**config.mk**
```make
export PLATFORM = sky130hd
export DESIGN_NAME = dsp_audio_tx
export DESIGN_NICKNAME = d
export VERILOG_FILES = /design/src/rtl/dsp_tx_pkg.sv /design/src/rtl/ds_frame_ctrl.sv /design/src/rtl/ds_shift_path.sv /design/src/rtl/dsp_audio_tx.sv
export SDC_FILE = /design/constraint.sdc
export NUM_CORES = 1
export LEC_CHECK = 0
export BUFFER_PORTS_ARGS = -buffer_cell sky130_fd_sc_hd__buf_2
export CORE_UTILIZATION = 30
export DETAILED_ROUTE_END_ITERATION = 10
export PLACE_DENSITY = 0.49
export SETUP_SLACK_MARGIN = 0.15
export SYNTH_ARGS = -nofsm -noshare
export SYNTH_HDL_FRONTEND = slang
export SYNTH_SLANG_ARGS = --single-unit
```
**constraint.sdc**
```tcl
create_clock -name clk -period 2 [get_ports clk]
set_input_delay 0.1 -clock clk [delete_from_list [all_inputs] [get_ports clk]]
set_output_delay 0.1 -clock clk [all_outputs]
set_load 0.01 [all_outputs]
```
**src/rtl/dsp_tx_pkg.sv**
```systemverilog
package dsp_tx_pkg;
  typedef struct packed {
    logic load;   // frame start: load a held pair or zeros
    logic shift;  // advance one bit
  } pathCmd_t;
endpackage

```
**src/rtl/ds_frame_ctrl.sv**
```systemverilog
module ds_frame_ctrl
  import dsp_tx_pkg::*;
#(
  parameter int PW = 8,
  parameter int CW = 7
) (
  input  logic          clk,
  input  logic          rstN,
  input  logic          bitTick,
  input  logic          masterMode,
  input  logic [CW-1:0] wordLen,
  input  logic [PW-1:0] framePeriod,
  input  logic          fsIn,
  output logic          fsOut,
  output pathCmd_t      cmd,
  output logic          frameErr
);
  localparam int LW = ((PW > CW) ? PW : CW) + 1;

  logic [CW-1:0] twoN;
  logic [LW-1:0] minPeriod, effPeriod, cnt;
  logic [CW-1:0] bitsSent;
  logic [1:0]    lowRun;
  logic          prevFs, rise, startNow, spacingBad, earlyBad;

  assign twoN      = {wordLen[CW-2:0], 1'b0};
  assign minPeriod = LW'(twoN) + LW'(1);
  assign effPeriod = (LW'(framePeriod) < minPeriod) ? minPeriod : LW'(framePeriod);

  assign fsOut      = masterMode && (cnt == '0);
  assign rise       = fsIn && !prevFs;
  assign startNow   = bitTick && (masterMode ? (cnt == '0) : rise);
  assign spacingBad = bitTick && !masterMode && rise && (lowRun < 2'd2);
  assign earlyBad   = bitTick && !masterMode && rise && (bitsSent < twoN);

  assign cmd.load  = startNow;
  assign cmd.shift = bitTick && !startNow;

  always_ff @(posedge clk or negedge rstN) begin
    if (!rstN) begin
      cnt      <= '0;
      prevFs   <= 1'b0;
      lowRun   <= 2'd2;
      bitsSent <= '1;
      frameErr <= 1'b0;
    end else begin
      if (bitTick) begin
        prevFs <= fsIn;
        if (fsIn)                 lowRun <= 2'd0;
        else if (lowRun != 2'd2)  lowRun <= lowRun + 2'd1;

        if (!masterMode)                    cnt <= '0;
        else if (cnt >= effPeriod - LW'(1)) cnt <= '0;
        else                                cnt <= cnt + LW'(1);

        if (startNow)             bitsSent <= CW'(1);
        else if (bitsSent < twoN) bitsSent <= bitsSent + CW'(1);
      end
      if (spacingBad || earlyBad) frameErr <= 1'b1;
    end
  end
endmodule

```
**src/rtl/ds_shift_path.sv**
```systemverilog
module ds_shift_path
  import dsp_tx_pkg::*;
#(
  parameter int SW = 32,
  parameter int CW = 7
) (
  input  logic          clk,
  input  logic          rstN,
  input  pathCmd_t      cmd,
  input  logic [CW-1:0] wordLen,
  input  logic          sampleValid,
  input  logic [SW-1:0] sampleLeft,
  input  logic [SW-1:0] sampleRight,
  output logic          sampleReady,
  output logic          sdOut,
  output logic          underrun
);
  localparam int FW = 2 * SW;

  logic          held, take;
  logic [SW-1:0] holdL, holdR, keepMask;
  logic [FW-1:0] shReg, framed;

  assign sampleReady = !held;
  assign take        = sampleValid && !held;
  assign keepMask    = ~({SW{1'b1}} >> wordLen);
  assign framed      = {holdL & keepMask, {SW{1'b0}}}
                     | ({holdR & keepMask, {SW{1'b0}}} >> wordLen);
  assign sdOut       = shReg[FW-1];

  always_ff @(posedge clk or negedge rstN) begin
    if (!rstN) begin
      held     <= 1'b0;
      holdL    <= '0;
      holdR    <= '0;
      shReg    <= '0;
      underrun <= 1'b0;
    end else begin
      underrun <= cmd.load && !held;
      if (take) begin
        held  <= 1'b1;
        holdL <= sampleLeft;
        holdR <= sampleRight;
      end else if (cmd.load) begin
        held <= 1'b0;
      end
      if (cmd.load)       shReg <= held ? framed : '0;
      else if (cmd.shift) shReg <= {shReg[FW-2:0], 1'b0};
    end
  end
endmodule

```
**src/rtl/dsp_audio_tx.sv**
```systemverilog
module dsp_audio_tx
  import dsp_tx_pkg::*;
#(
  parameter int SW = 32,
  parameter int PW = 8
) (
  input  logic          clk,
  input  logic          rstN,
  input  logic          bitTick,
  input  logic          masterMode,
  input  logic [1:0]    wordSel,
  input  logic [PW-1:0] framePeriod,
  input  logic          sampleValid,
  input  logic [SW-1:0] sampleLeft,
  input  logic [SW-1:0] sampleRight,
  output logic          sampleReady,
  input  logic          fsIn,
  output logic          fsOut,
  output logic          sdOut,
  output logic          underrun,
  output logic          frameErr
);
  localparam int CW = $clog2(2 * SW + 1);

  pathCmd_t      cmd;
  logic [CW-1:0] wordLen;

  always_comb begin
    case (wordSel)
      2'd0:    wordLen = CW'(16);
      2'd1:    wordLen = CW'(20);
      2'd2:    wordLen = CW'(24);
      default: wordLen = CW'(32);
    endcase
  end

  ds_frame_ctrl #(.PW(PW), .CW(CW)) u_ctrl (
    .clk(clk), .rstN(rstN), .bitTick(bitTick), .masterMode(masterMode),
    .wordLen(wordLen), .framePeriod(framePeriod), .fsIn(fsIn),
    .fsOut(fsOut), .cmd(cmd), .frameErr(frameErr)
  );

  ds_shift_path #(.SW(SW), .CW(CW)) u_path (
    .clk(clk), .rstN(rstN), .cmd(cmd), .wordLen(wordLen),
    .sampleValid(sampleValid), .sampleLeft(sampleLeft), .sampleRight(sampleRight),
    .sampleReady(sampleReady), .sdOut(sdOut), .underrun(underrun)
  );
endmodule

```
### Word level (Yosys, flattened, before mapping)

Index checks and enable logic that the tools add are counted.
Widths: inputs -> output; s select.

| storage, ports and cells | value |
|---|---|
| output and inout bits | 5 |
| bits of input ports | 80 |
| flip-flop bits (word level) | 150 |

| cells by class | value |
|---|---|
| reductions and logical operators | 23 |
| magnitude comparators | 4 |
| shift operators | 2 |
| bitwise operators | 4 |
| equal/unequal tests | 3 |
| add/sub/neg operators | 5 |
| mux-type cells | 14 |

Operator list:

| operator | count |
|---|---|
| $mux 64 | 3 |
| $and 32x32->32 | 2 |
| $or 64x64->64 | 1 |
| $shr 64x6->64 | 1 |
| $not 32->32 | 1 |
| $shr 32x6->32 const A | 1 |
| $mux 9 | 3 |
| $pmux 6 s3 | 1 |
| $mux 7 | 2 |
| $logic_and 1x1->1 | 10 |
| $add 9x1->9 const B | 1 |
| $ge 9x9->1 | 1 |
| $logic_not 9->1 | 1 |
| $lt 8x9->1 | 1 |
| $sub 9x1->9 const B | 1 |
| $add 7x1->8 const B | 1 |
| $reduce_bool 2->1 | 4 |
| $add 7x1->7 const B | 1 |
| $lt 7x7->1 | 1 |
| $logic_not 1->1 | 4 |
| $mux 2 | 2 |
| $reduce_and 2->1 | 2 |
| $mux 1 | 3 |
| $add 2x1->2 const B | 1 |
| 6 further kinds | 6 |

### Logic depth before layout (Yosys ltp)

| depth | value |
|---|---|
| depth in word-level cells | 9 |
| mapped depth | 22 |

### Modules after synthesis

From an unflattened synthesis, not the netlist that was laid out.

| unflattened totals | value |
|---|---|
| cells, all modules | 1263 |
| area total of the unflattened synthesis | 10938.0 sq um |

By module, submodules not included:

| module | seq. area each (sq um) | times used | cells each | area an instance (sq um) |
|---|---|---|---|---|
| ds_shift_path | 3253.1 | 1 | 1044 | 9087.5 |
| ds_frame_ctrl | 510.5 | 1 | 214 | 1820.5 |
| dsp_audio_tx | 0.0 | 1 | 5 | 30.0 |

### Worst setup path after synthesis

Ideal clock, no wire load.

| timing path | value |
|---|---|
| path kind | input-to-reg |
| start point | in wordSel[0] |
| end point | reg u_ctrl.cnt[4] |
| library setup time | 0.090 ns |
| data required time | 1.910 ns |
| stages on the path | 20 |
| arrival time | 3.675 ns |
| setup slack | -1.765 ns |
| cell sequence | buf_2 > inv_1 > nand2_1 > ha_1 > a21oi_1 > o21a_1 > a21oi_2 > or2_2 > clkbuf_1 > nand2_1 > ha_1 > nand2b_1 > or3_1 > or3b_1 > ha_1 > and3b_1 > o211ai_1 > a21oi_1 > nor2_1 > o221ai_1 |

| on the way | value |
|---|---|
| longest elaborated chain between the ends | 9 |

RTL lines:

| what | line | source |
|---|---|---|
| start: declaration | dsp_audio_tx.sv:11 | `input logic [1:0] wordSel,` |
| $eq 2x2->1, or another cell as far along | dsp_audio_tx.sv:29 | `case (wordSel)` |
| $pmux 6 s3 (*) | dsp_audio_tx.sv:29 |  |
| $add 7x1->8 (*) | ds_frame_ctrl.sv:27 | `assign minPeriod = LW'(twoN) + LW'(1);` |
| $lt 8x9->1 | ds_frame_ctrl.sv:28 | `assign effPeriod = (LW'(framePeriod) < minPeriod) ? minPeriod : LW'(framePeriod);` |
| $mux 9 (*) | ds_frame_ctrl.sv:28 |  |
| $sub 9x1->9 (*) | ds_frame_ctrl.sv:53 | `else if (cnt >= effPeriod - LW'(1)) cnt <= '0;` |
| $ge 9x9->1 (*) | ds_frame_ctrl.sv:53 |  |
| $mux 9 (*) | ds_frame_ctrl.sv:53 |  |
| $mux 9 (*) | ds_frame_ctrl.sv:52 | `if (!masterMode) cnt <= '0;` |
| end signal: assignment | ds_frame_ctrl.sv:54 | `else cnt <= cnt + LW'(1);` |
| end: declaration | ds_frame_ctrl.sv:21 | `logic [LW-1:0] minPeriod, effPeriod, cnt;` |

Mark *: on every way between the ends. The rest lies on a longest branch, timed or not.
A chain may end at the register's enable or synchronous reset.

### Worst setup path after layout

Ends and elaborated chain as after synthesis.

==> results.cfg <==
[yosys]
synth.most_common_cell = dfrtp_1
synth_area_mm2 = 0.00767
synthFlopType = dfrtp_1
yosys.area.top_type_share_pct = 46.3
synth_warnings = 0
synth_edf_count = 0
yosysTopAreaCell = dfrtp_1
synth_cell_types = 58
yosys-top-cells-count = dfrtp_1, nor2_1, mux2_2, nand2_1, a31oi_1
synth.top_cells.by_area = dfrtp_1, mux2_2, nor2_1
ys_seq_area_share_pct = 49.1
synthCells = 752
async_flop_share_pct = 100
syn_avg_cell_area_um2 = 10.2
yosys_register_bits = 150
synth_fp_nets = 852

[die]
initial_utilization_pct = 30.5
core_area_mm2 = 0.0251
fp.dieW_um = 162
dieArea_mm2 = 0.0262
io_pins = 85
row_count = 58
die_y_um = 162

[route]
remaining_drc_errors = 0
dr_wl_met3_um = 834
wl_per_cell_um = 16.9
top_layer_used = met4
drt-initial-drc-count = 409
drt-total-wl_um = 21900
vias_per_cell = 5.03
dr.pass1.iters = 5
ant_nets = 0
wl_met2_um = 10400
via_count = 6508
drt-met1-wl_um = 10500

[placement]
dp.cells = 1166
port_buffers = 84
routabilityCongestion = 0.815
placed_area_mm2 = 0.00891
hpwlAfterDp_um = 13400

[timing]
whs_ns = 0.0664
slew_viol_final = 0
period_needed_ns = 2.81
fmax_mhz = 356
hold_viol = 0
rsz0062_at_grt = true
worstMarginPinSlew_ns = 0.979
finClkSkew_ns = 0.0111
setup_viol = 9
maxSlewHeadroom_pct = 34.7
fin_crit_sh_pct = 141
fin_ws_ns = -0.811

[cts]
cts_buffers = 17
insertion_delay_ns = 0.42
clkSinkCount = 150
tritoncts = yes
clock_path_buffers = 2
htreeDepth = 4
clk_pin_slew_ns = 0.06
clock-root-buffer = clkbuf_16

[critical_path]
startpoint_type = input port
timing.rr.start = u_ctrl.cnt[0]
ff2ff_setup_slack_ns = 0
required_ns = 2.34
cp-end-kind = flip-flop
arrival_ns = 3.15
critPathLaunch = wordSel[0]
worstPathMaxFanout = 8
crit_type = input port to flip-flop

[cells_and_area]
design_area_mm2 = 0.0112
antenna_cells = 0
layout-drive-gt1-share_pct = 39.9
nNetsFinal = 1050
fin_cells = 1293
final_util_pct = 44.7
area_growth_pct = 46.5

[global_route]
grt_use_total_pct = 16.9
grt_max_degree = 95
antenna_found_initial = 0
gr-total-overflow = 0
grt_pass1_wl_um = 34800
grt_pass1_vias = 6499

[power]
pwr-share-clk_pct = 26.8
switchingPower_uw = 4570
vdd_drop_max_mv = 0.698
p_int_uw = 9240
cellLeakagePower_uw = 0.00478
finalPower_uw = 13800
combPwrFrac_pct = 33.4
power.density_mw_per_mm2 = 1230
swShare_pct = 33.1
seqPwrFrac_pct = 39.7

[run]
cap_violations = 0

[status]
status = finished with violations
violations = negative setup slack

[min_path]
hold_path_class = input port to flip-flop
hold_start = bitTick
==> cell usage in the layout, fill, tap and decap left out, types with 4 or more instances in the layout <==
master	instances
nor3_1	4
mux2i_1	10
buf_12	15
a31oi_4	4
o21ai_1	7
and3_1	4
mux2_2	72
buf_16	6
nand2_2	14
nand4_1	7
a21oi_1	33
a21oi_2	5
a22oi_2	19
ha_4	5
inv_1	15
dfstp_2	8
nand2_4	15
o21ai_0	15
nand3_1	42
mux4_2	8
clkbuf_16	20
buf_4	51
o22ai_1	9
nor2_1	84
inv_2	4
bufinv_16	6
dlygate4sd3_1	66
clkinv_4	4
nand2_1	42
a31oi_1	46
buf_6	5
ha_1	14
buf_2	79
dfrtp_1	142
xnor2_1	4
buf_8	5
==> area by class of cell <==
cell class	count	area, um2
Fill cell	2419	13900
Tap cell	330	413
Clock buffer	18	429
Inverter	20	82.6
Timing Repair Buffer	231	2140
Sequential cell	150	3760
Clock inverter	14	246
Multi-Input combinational cell	530	4160
==> repair_timing <==
action                                  4_1_cts  5_1_grt
hold buffers                                 66        0
buffers inserted                             12        7
resized for setup                            62       67
cloned                                        7        3
pin swaps                                    53       58
hold endpoints to repair                    118        0
endpoints found under the setup margin       78       80
==> sequential cells by signal (all words and copies together) (netlist names) <==
name / count
u_path.holdL: 32
u_path.holdR: 32
u_ctrl.cnt: 9
u_path.shReg: 64
u_path.underrun: 1
u_path.held: 1
u_ctrl.prevFs: 1
u_ctrl.lowRun: 2
u_ctrl.frameErr: 1
u_ctrl.bitsSent: 7
==> power groups by stage <==
stage               clock [uW]  sequential, uW  combinational [uW]
floorplan                    0            4990                2740
global placement             0            5380                3650
detailed placement           0            5400                3690
CTS                       3780            5410                4240
global route              3910            5650                5080
finish                    3710            5480                4620
==> worst max-delay path, cell delays in order <==
cell and delay, ns:
buf_8 0.11, inv_8 0.06, nand2_4 0.05, ha_4 0.23, a21oi_4 0.15, o21a_1 0.17, a21oi_2 0.07, or2_4 0.24
nand2_4 0.07, ha_4 0.14, nand2b_4 0.06, or3_4 0.33, or3b_1 0.38, ha_2 0.18, and3b_1 0.23, o211ai_1 0.11
a21oi_2 0.13, buf_6 0.15, nor2_4 0.05, o221ai_2 0.13
==> worst paths after layout <==
| check | to | depth (start not counted) |
|---|---|---|
| setup reg to reg | u_path.shReg[23] | 11 |
| max in group asynchronous | u_path.shReg[21] | 3 |
| hold / removal | u_ctrl.prevFs | 2 |
| setup / recovery | u_ctrl.cnt[4] | 20 |
| min in group asynchronous | u_path.holdL[19] | 2 |
| hold reg to reg | u_ctrl.lowRun[0] | 1 |
==> per-stage QoR <==
step | setup slack (ns) | setup TNS [ns]
finish | -0.811 | -7.14
global route | -0.930 | -10.37
CTS | -0.773 | -7.57
detailed placement | -1.52 | -13.35
global placement | -1.49 | -13.10
floorplan | -1.36 | -12.07
==> logic make-up after synthesis <==
family,share of synthesized area [%]
buffers and inverters,3.98
DFF,49.1
muxes,14.2
adders and majority gates,3.26
xor gates and xnor gates,0.685
and+or+nand+nor,14.7
AOI/OAI and AO/OA,14.1
==> routing by layer <==
metal	vias to the layer above	GRT usage, %
met2	139	27.7
li1	3122	-
met5	-	0
met3	12	3.47
met1	3235	22.9
met4	0	4.29
(Power assumes the default switching activity.)
